[config.mk]
export PLATFORM = sky130hd
export DESIGN_NAME = fpga_cfg_streamer
export DESIGN_NICKNAME = d
export VERILOG_FILES = /design/src/rtl/fpcfg_pkg.sv /design/src/rtl/fpcfg_timer.sv /design/src/rtl/fpcfg_pacer.sv /design/src/rtl/fpcfg_bytesel.sv /design/src/rtl/fpga_cfg_streamer.sv
export SDC_FILE = /design/constraint.sdc
export NUM_CORES = 1
export LEC_CHECK = 0
export BUFFER_PORTS_ARGS = -buffer_cell sky130_fd_sc_hd__buf_2
export CORE_MARGIN = 2
export CORE_UTILIZATION = 40
export DETAILED_ROUTE_END_ITERATION = 10
export GPL_TIMING_DRIVEN = 1
export PLACE_DENSITY_LB_ADDON = 0.05
export SKIP_CTS_REPAIR_TIMING = 1
export SLEW_MARGIN = 20
export SYNTH_ARGS = -nofsm -noshare
export SYNTH_HDL_FRONTEND = slang
export SYNTH_SLANG_ARGS = --single-unit
[constraint.sdc]
create_clock -name clk -period 3.1 [get_ports clk]
set_input_delay 0.155 -clock clk [delete_from_list [all_inputs] [get_ports clk]]
set_output_delay 0.155 -clock clk [all_outputs]
set_load 0.01 [all_outputs]
[src/rtl/fpcfg_pkg.sv]
`timescale 1ns/1ps
package fpcfg_pkg;

  typedef enum logic [3:0] {
    ST_IDLE, ST_PROG, ST_WAIT, ST_HDR, ST_FRM, ST_BOOT, ST_CHK, ST_OK, ST_ERR
  } st_t;

  typedef enum logic [1:0] {
    E_NONE    = 2'd0,
    E_TIMEOUT = 2'd1,
    E_ABORT   = 2'd2,
    E_NODONE  = 2'd3
  } err_t;

  typedef enum logic [1:0] { SRC_HDR, SRC_FRM, SRC_BOOT } src_t;

  localparam int HDR_LEN  = 8;
  localparam int BOOT_LEN = 4;
  localparam int TAIL_LEN = 6;
  localparam logic [7:0] PRE_BYTE  = 8'h4F;
  localparam logic [7:0] FILL_BYTE = 8'hFF;

  function automatic logic [7:0] hdr_byte(input int unsigned i);
    case (i)
      3:       return 8'h4F;
      4:       return 8'h80;
      5:       return 8'hAF;
      6:       return 8'h9B;
      7:       return 8'h4B;
      default: return FILL_BYTE;
    endcase
  endfunction

  function automatic logic [7:0] tail_byte(input int unsigned i);
    case (i)
      0, 2:    return 8'h4B;
      default: return FILL_BYTE;
    endcase
  endfunction

endpackage

[src/rtl/fpcfg_timer.sv]
`timescale 1ns/1ps
module fpcfg_timer #(
  parameter int W = 8
) (
  input  logic         clk,
  input  logic         rst_n,
  input  logic         clr,
  output logic [W-1:0] cnt
);
  always_ff @(posedge clk or negedge rst_n) begin
    if (!rst_n)          cnt <= '0;
    else if (clr)        cnt <= '0;
    else if (cnt != '1)  cnt <= cnt + 1'b1;
  end
endmodule

[src/rtl/fpcfg_pacer.sv]
`timescale 1ns/1ps
module fpcfg_pacer #(
  parameter int GAP = 1
) (
  input  logic clk,
  input  logic rst_n,
  input  logic fire,
  output logic free
);
  generate
    if (GAP == 0) begin : g_nogap
      assign free = 1'b1;
    end else begin : g_gap
      localparam int GW = $clog2(GAP + 1);
      logic [GW-1:0] left;
      always_ff @(posedge clk or negedge rst_n) begin
        if (!rst_n)           left <= '0;
        else if (fire)        left <= GW'(GAP);
        else if (left != '0)  left <= left - 1'b1;
      end
      assign free = (left == '0);
    end
  endgenerate

  AST_PACE_FIRE_FREE: assert property (@(posedge clk) disable iff (!rst_n)
    fire |-> free) else $error("write issued inside gap");
endmodule

[src/rtl/fpcfg_bytesel.sv]
`timescale 1ns/1ps
module fpcfg_bytesel
  import fpcfg_pkg::*;
#(
  parameter int FRAME_BYTES = 21,
  parameter int IDX_W       = 5
) (
  input  src_t             src,
  input  logic [IDX_W-1:0] idx,
  input  logic [7:0]       pay_byte,
  input  logic             pad,
  output logic [7:0]       byte_o
);
  always_comb begin
    case (src)
      SRC_HDR: byte_o = hdr_byte(int'(idx));
      SRC_FRM: begin
        if (idx == '0)
          byte_o = PRE_BYTE;
        else if (int'(idx) <= FRAME_BYTES)
          byte_o = pad ? FILL_BYTE : pay_byte;
        else
          byte_o = tail_byte(int'(idx) - FRAME_BYTES - 1);
      end
      default: byte_o = FILL_BYTE;
    endcase
  end
endmodule

[src/rtl/fpga_cfg_streamer.sv]
`timescale 1ns/1ps
module fpga_cfg_streamer
  import fpcfg_pkg::*;
#(
  parameter int FRAME_BYTES  = 21,
  parameter int PROG_CYC     = 50,
  parameter int INIT_TIMEOUT = 100000,
  parameter int WR_GAP       = 1
) (
  input  logic       clk,
  input  logic       rst_n,
  input  logic       start,
  input  logic [7:0] pld_data,
  input  logic       pld_valid,
  input  logic       pld_last,
  output logic       pld_ready,
  input  logic       cfg_init_n,
  input  logic       cfg_done,
  output logic       cfg_prog_n,
  output logic       cfg_wr,
  output logic [7:0] cfg_data,
  output logic       busy,
  output logic       cfg_ok,
  output logic       cfg_err,
  output logic [1:0] err_code
);
  localparam int FRAME_LEN = FRAME_BYTES + 1 + TAIL_LEN;
  localparam int IDX_W     = $clog2(FRAME_LEN);
  localparam int TMAX      = (PROG_CYC > INIT_TIMEOUT) ? PROG_CYC : INIT_TIMEOUT;
  localparam int TW        = $clog2(TMAX + 1);

  st_t              st, st_nx;
  err_t             err_q, err_nx;
  logic [IDX_W-1:0] idx, idx_nx;
  logic             ended, ended_nx;
  logic             issue, ready, free, bad;
  src_t             src;
  logic [7:0]       sel_byte;
  logic [TW-1:0]    tcnt;
  logic             wr_q;
  logic [7:0]       data_q;
  logic             pay_slot;

  fpcfg_timer #(.W(TW)) u_timer (
    .clk(clk), .rst_n(rst_n), .clr(st_nx != st), .cnt(tcnt)
  );

  fpcfg_pacer #(.GAP(WR_GAP)) u_pacer (
    .clk(clk), .rst_n(rst_n), .fire(issue), .free(free)
  );

  fpcfg_bytesel #(.FRAME_BYTES(FRAME_BYTES), .IDX_W(IDX_W)) u_sel (
    .src(src), .idx(idx), .pay_byte(pld_data), .pad(ended), .byte_o(sel_byte)
  );

  assign bad      = !cfg_init_n || cfg_done;
  assign pay_slot = (idx != '0) && (int'(idx) <= FRAME_BYTES);

  always_comb begin
    st_nx    = st;
    err_nx   = err_q;
    idx_nx   = idx;
    ended_nx = ended;
    issue    = 1'b0;
    ready    = 1'b0;
    src      = SRC_BOOT;
    case (st)
      ST_IDLE, ST_OK, ST_ERR: begin
        if (start) begin
          st_nx    = ST_PROG;
          err_nx   = E_NONE;
          idx_nx   = '0;
          ended_nx = 1'b0;
        end
      end
      ST_PROG: begin
        if (tcnt == TW'(PROG_CYC - 1)) st_nx = ST_WAIT;
      end
      ST_WAIT: begin
        if (cfg_init_n) st_nx = ST_HDR;
        else if (tcnt == TW'(INIT_TIMEOUT - 1)) begin
          st_nx  = ST_ERR;
          err_nx = E_TIMEOUT;
        end
      end
      ST_HDR: begin
        src = SRC_HDR;
        if (bad) begin
          st_nx  = ST_ERR;
          err_nx = E_ABORT;
        end else if (free) begin
          issue = 1'b1;
          if (idx == IDX_W'(HDR_LEN - 1)) begin
            idx_nx = '0;
            st_nx  = ST_FRM;
          end else begin
            idx_nx = idx + 1'b1;
          end
        end
      end
      ST_FRM: begin
        src = SRC_FRM;
        if (bad) begin
          st_nx  = ST_ERR;
          err_nx = E_ABORT;
        end else if (free) begin
          if (pay_slot && !ended) begin
            ready = 1'b1;
            if (pld_valid) begin
              issue  = 1'b1;
              idx_nx = idx + 1'b1;
              if (pld_last) ended_nx = 1'b1;
            end
          end else begin
            issue = 1'b1;
            if (idx == IDX_W'(FRAME_LEN - 1)) begin
              idx_nx = '0;
              if (ended) st_nx = ST_BOOT;
            end else begin
              idx_nx = idx + 1'b1;
            end
          end
        end
      end
      ST_BOOT: begin
        if (free) begin
          issue = 1'b1;
          if (idx == IDX_W'(BOOT_LEN - 1)) begin
            idx_nx = '0;
            st_nx  = ST_CHK;
          end else begin
            idx_nx = idx + 1'b1;
          end
        end
      end
      ST_CHK: begin
        if (free) begin
          if (cfg_done) st_nx = ST_OK;
          else begin
            st_nx  = ST_ERR;
            err_nx = E_NODONE;
          end
        end
      end
      default: st_nx = ST_IDLE;
    endcase
  end

  always_ff @(posedge clk or negedge rst_n) begin
    if (!rst_n) begin
      st     <= ST_IDLE;
      err_q  <= E_NONE;
      idx    <= '0;
      ended  <= 1'b0;
      wr_q   <= 1'b0;
      data_q <= 8'h00;
    end else begin
      st    <= st_nx;
      err_q <= err_nx;
      idx   <= idx_nx;
      ended <= ended_nx;
      wr_q  <= issue;
      if (issue) data_q <= sel_byte;
    end
  end

  assign pld_ready  = ready;
  assign cfg_wr     = wr_q;
  assign cfg_data   = data_q;
  assign cfg_prog_n = (st != ST_PROG);
  assign busy       = !(st == ST_IDLE || st == ST_OK || st == ST_ERR);
  assign cfg_ok     = (st == ST_OK);
  assign cfg_err    = (st == ST_ERR);
  assign err_code   = err_q;

  logic [7:0] since_wr;
  always_ff @(posedge clk or negedge rst_n) begin
    if (!rst_n)                 since_wr <= 8'hFF;
    else if (cfg_wr)            since_wr <= 8'h00;
    else if (since_wr != 8'hFF) since_wr <= since_wr + 8'd1;
  end

  AST_STROBE_GAP: assert property (@(posedge clk) disable iff (!rst_n)
    cfg_wr |-> (since_wr >= 8'(WR_GAP))) else $error("strobe gap too short");
  AST_PROG_NO_WR: assert property (@(posedge clk) disable iff (!rst_n)
    !cfg_prog_n |-> !cfg_wr) else $error("write during program pulse");
  AST_ERR_QUIET: assert property (@(posedge clk) disable iff (!rst_n)
    cfg_err |-> (!cfg_wr && !pld_ready)) else $error("activity in error");
  AST_READY_STATUS_GOOD: assert property (@(posedge clk) disable iff (!rst_n)
    pld_ready |-> (cfg_init_n && !cfg_done)) else $error("ready with bad status");
  AST_OK_AFTER_DONE: assert property (@(posedge clk) disable iff (!rst_n)
    $rose(cfg_ok) |-> $past(cfg_done)) else $error("ok without done");
  AST_TIMEOUT_CAUSE: assert property (@(posedge clk) disable iff (!rst_n)
    ($rose(cfg_err) && err_code == E_TIMEOUT) |-> !$past(cfg_init_n))
    else $error("timeout with init high");
endmodule

* Word-level counts from Yosys, hierarchy flattened
Index checks and enable logic that the tools add are counted.
Storage, ports and cells: input port bits 15, output and inout bits 16, register bits after elaboration 39, logic and storage cells 138
Operators by class: equality and inequality tests 36, $lt $le $gt $ge 1, add/subtract/negate cells 5, reductions and logical operators 23, mux-type cells 65
Operator list (count):
- 4-bit two-way mux | 16
- 5-bit two-way mux | 11
- 8-bit one-hot mux with 5 select lines | 1
- 17-bit two-way mux | 2
- 32-bit by 2-bit equality test with 1-bit output (second input constant) | 1
- 32-bit zero test | 1
- 8-bit two-way mux | 4
- 32-bit by 2-bit subtractor with 32-bit output (second input constant) | 1
- 4-bit one-hot mux with 7 select lines | 1
- 2-bit != test (second input constant) | 13
- 5-bit by 3-bit equality test with 1-bit output (second input constant) | 4
- 5-bit one-hot mux with 4 select lines | 1
- 1-bit two-way mux | 18
- 17-bit by 1-bit adder with 17-bit output (second input constant) | 1
- 17-bit equality test (second input constant) | 1
- 17-bit by 6-bit equality test with 1-bit output (second input constant) | 1
- 17-bit != test (second input constant) | 1
- 4-bit by 3-bit equality test with 1-bit output (second input constant) | 4
- 8-bit one-hot mux with 2 select lines | 1
- 7-bit AND reduction | 2
- 2-bit two-way mux | 6
- 4-bit by 2-bit equality test with 1-bit output (second input constant) | 2
- 2-bit one-hot mux with 4 select lines | 1
- 8-bit AND reduction | 1
- 27 further kinds | 35

* Longest topological paths before layout
depth after elaboration 9, gate-level depth with buffers 14, depth with buffers taken out 13

* Hierarchy
A second synthesis with hierarchy kept.
Unflattened totals: cell total of the unflattened synthesis 392, area, all modules 3392.0 µm²
By module, submodules not included:
- fpga_cfg_streamer | area an instance 1644.1 µm², cells each 190, seq. area each 525.5 µm², instances 1
- fpcfg_timer | area an instance 888.4 µm², cells each 88, seq. area each 425.4 µm², instances 1
- fpcfg_bytesel | area an instance 830.8 µm², cells each 112, seq. area each 0.0 µm², instances 1
- fpcfg_pacer | area an instance 28.8 µm², cells each 2, seq. area each 25.0 µm², instances 1

* Worst setup path after synthesis
No wires, ideal clock.
kind flip-flop to flip-flop, start register idx[0], end register data_q[4], in the netlist cfg_data[4], period minus slack after synthesis 3172 ps, slack -72 ps, buffers on the path 2, setup time 138 ps, required time 2962 ps, arrival time 3034 ps, cell stages (with the launch flop) 15, cell sequence dfrtp_1 -> clkbuf_1 -> inv_1 -> ha_1 -> xor2_1 -> a31oi_1 -> nor2b_1 -> clkbuf_1 -> nand3_1 -> ha_1 -> nor4b_1 -> o2111ai_1 -> a211o_1 -> nor3_1 -> o41ai_1
Between the ends: longest elaborated chain between the ends 8, elaborated cells on any way between the ends 24, classes of those cells 2 x add/sub; 1 x order compare; 6 x eq/ne; 9 x mux; 6 x reduce/logical
RTL lines:
- from (decl) | RTL line fpga_cfg_streamer.sv:34 | logic [IDX_W-1:0] idx, idx_nx;
- from (signal assigned) | RTL line fpga_cfg_streamer.sv:160 | idx <= idx_nx;
- 5-bit by 5-bit subtractor with 6-bit output | RTL line fpcfg_bytesel.sv:23 | byte_o = tail_byte(int'(idx) - FRAME_BYTES - 1);
- 32-bit by 2-bit subtractor with 32-bit output | RTL line fpcfg_bytesel.sv:23
- 32-bit by 2-bit equality test with 1-bit output / 32-bit zero test (equally long branches) | RTL line fpcfg_pkg.sv:35 | case (i)
- 2-bit OR reduction | RTL line fpcfg_pkg.sv:35
- 8-bit two-way mux | RTL line fpcfg_pkg.sv:35
- 8-bit two-way mux | RTL line fpcfg_bytesel.sv:20 | else if (int'(idx) <= FRAME_BYTES)
- 8-bit two-way mux | RTL line fpcfg_bytesel.sv:18 | if (idx == '0)
- 8-bit one-hot mux with 2 select lines | RTL line fpcfg_bytesel.sv:15 | case (src)
- to (signal assigned) | RTL line fpga_cfg_streamer.sv:163 | if (issue) data_q <= sel_byte;
- to (decl) | RTL line fpga_cfg_streamer.sv:41 | logic [7:0] data_q;
Several ways; a longest one is shown, not always the timed one. A chain may end at the register's enable or synchronous reset.

* Worst setup path after layout
start register idx[1], end register data_q[4], in the netlist cfg_data[4]
The elaborated chain is that of the path after synthesis.

==> results.md <==
- Status: complete, but fails checks
- Violated checks: hold timing
- Ant diodes: 0
- Fmax: 343 MHz
- Commonest non-fill, non-tap cell in the layout: dfrtp_1
- Max Slew Vio Count: 0
- Initial antenna violation count: 0
- Die H: 93.8 um
- Number of fill cells: 795
- Vias in the first global route: approximately 2800
- Total negative slack: 0 ps
- DR DRC count: 0
- RD Place Congestion: 0.841
- DRT Pass-1 Iters: 4
- Power Dens Cells: 495 nW/um2
- Root buffer cell: clkbuf_8
- Fin nets: 427
- Final Hold Fails: 38
- Register area share after synthesis: 29.5%
- Cell internal pwr: 1180 uW
- Crit share post-route: a little over nine tenths
- P_leak: 0.00154 uW
- Largest area contributor in the netlist: dfrtp_1
- Slowest-stage cell, CP: dfrtp_1
- Final WS setup: 182 ps
- Hpwl dp: 6260 um
- CTS tree: yes
- Main synth FF type: dfrtp_1
- Final hold slack: -26.5 ps
- Setup violations, final: 0
- Number of enable flip-flop cells after synthesis: 0
- Post-synthesis mux area share: 1.94%
- Area Overhead vs Synth: 14.5%
- Cells after Synth: 365
- # IOs: 31
- Top area cells in the synthesized netlist: dfrtp_1 29%, ha_1 7.0%, nor4_2 3.5%, nor2_1 2.9%, nand2_1 2.8%
- Comb pwr share: between 30% and 40%
- CP bufs+invs: 2
- Maxcap violations: 0
- FFs w/ async S/R, synth: 100%
- GRT Total Usage: 20.3%
- Crit. End Element: flip-flop
- IR Drop Worst-Case VDD: 205 uV
- Worst Clk Skew: 17.0 ps
- Via density: between 5 and 6
- Critical-path cell list: inv_1, ha_2, xor2_1, a31oi_1, nor2b_1, buf_4, nand3_1, ha_1, nor4b_2, o2111ai_1, a211o_1, nor3_4, o41ai_1
- Inserted Clock Buffers: 5
- Clock group share of total power: 28.2%
- Crit path max fanout: 7
- Layout cells sized above 1: 21.8%
- Starting density of the core: 41.5%
- Critical Path Source Type: flip-flop
- First-pass GRT wire length: roughly 14000 um
- Sw frac: 35.3%
- Clock sinks: 38
- Synth Area in Compound Gates: between 10% and 20%
- Final Non-Filler Cells: 497
- Synth top area share: 29.5%
- Die Wd: 93.8 um
- Minimum clock period after layout: 2920 ps
- Crit path from: idx[1]
- Routed Antenna Nets: 0
- Slew of the pin with the lowest slew margin: 887 ps
- Seq pwr share: between 30% and 40%
- Inst Count DP: around 490
- Flop and latch count out of synthesis: 38
- Vias post-DR: 2925
- CP delay by family, top: compound AO/OA/AOI/OAI gates
- Pre-CTS setup slack: -108 ps
- Clk_lat worst skew: around 300 ps
- Power Total: 1830 uW
- Synth Area in Adders: 6.98%
- Most frequent cells in the layout: 38 x dfrtp_1, 30 x buf_2, 25 x nor2_1
- Bufs on Longest Clock Path: 2
- Worst EP arrival: 3090 ps
- Final wirelength: between 8000 and 9000 um
- CP required: 3270 ps
- Cell area after synthesis: 3230 um2
- Worst Hold Class: primary input to async pin
- NetSw: 646 uW
- Grt ovf: 0
- Routed length per instance: 17.1 um
- Mapped Nets: 398
- Post-synthesis simple-gate area fraction: 31.8%
- Die area: 8800 um2
- YS warnings: 0
- Largest net degree at the start of global routing: 39
- Number of DRC markers in iteration 0: 150
- Syn Area/Cell: 8.84 um2
- Standard-cell rows: 32
- Synth cell types: a little under 70
- Critical path class: flip-flop to flip-flop
- H-tree level count: 2
- Max_slew headroom: between 40 and 50%
- Core area: between 7000 and 8000 um2
- Worst-path clk slew: around 90 ps
- Max stage delay on crit path: approximately 400 ps
- Worst R2R Start: idx[1]
- Largest family of logic cells by synthesized area: simple AND/OR/NAND/NOR gates
- Post-synthesis xor/xnor area fraction: 4.89%
- Port Buffer Count: 30
## synth_stat cells (10+ instances only)
cell type and number:
a21oi_1 15, clkbuf_1 23, dfrtp_1 38, ha_1 18, inv_1 10, nand2_1 24
nand2b_1 10, nor2_1 25, nor3_1 10, nor4_1 13, o21ai_0 15, xor2_1 10
## path summary, 6_finish.rpt
| path | slack (ps) | endpoint | depth (start not counted) |
|---|---|---|---|
| setup reg to reg | 180 | cfg_data[4] | 13 |
| hold reg to reg | 480 | err_code[1] | 1 |
| max in group asynchronous | 2560 | cfg_data[1] | 1 |
| setup / recovery | 180 | cfg_data[4] | 13 |
| hold / removal | -30 | u_timer.cnt[14] | 1 |
| min in group clk | 150 | cfg_data[1] | 3 |
## cells by family (layout without fill, tap and decap cells)
| logic type | count (synthesis) | in the layout |
|---|---|---|
| AOI/OAI and AO/OA | 85 | 85 |
| xor gates and xnor gates | 18 | 18 |
| adders and majority gates | 18 | 18 |
| buffers and inverters | 40 | 70 |
| DFF | 38 | 38 |
| muxes | 6 | 6 |
| and+or+nand+nor | 160 | 160 |
## state kept, by name (all words and copies together), names as in the netlist
signal and count:
st 4, ended 1, cfg_wr 1, cfg_data 8, err_code 2, u_timer.cnt 17, idx 5
## per-stage QoR
step,util [%],instance area [um2]
final,47.6,3700
after global routing,47.6,3700
after CTS,47.1,3660
after detailed placement,45.3,3520
after global placement,45.3,3520
after floorplan,-,3230
## area by class of cell
class | instances | area, um2 | area share [%]
inverters | 10 | 37.5 | 1.02
well taps | 102 | 128 | 3.45
repair buffers | 52 | 315 | 8.53
multi-input cells | 287 | 2130 | 57.5
flip-flops and latches | 38 | 951 | 25.7
clock buffers | 5 | 68.8 | 1.86
clock inverters | 3 | 68.8 | 1.86
## per-layer routing
metal	routed length, um	track usage, %	up-vias	share of wire (%)
met4	155	6.52	0	1.8
met1	3940	27.3	1424	46
li1	-	-	1442	-
met3	237	2.57	10	2.8
met2	4180	33.6	49	49
met5	0	0	-	0
## power by group through the flow
stage / Sequential [uW] / Clock, uW / Combinational [uW]
final: 695 / 517 / 619
after global routing: 710 / 552 / 696
after CTS: 696 / 529 / 618
after detailed placement: 704 / 0 / 620
after global placement: 704 / 0 / 611
after floorplan: 703 / 0 / 438
Note: power is estimated with default switching activity, not from simulation.
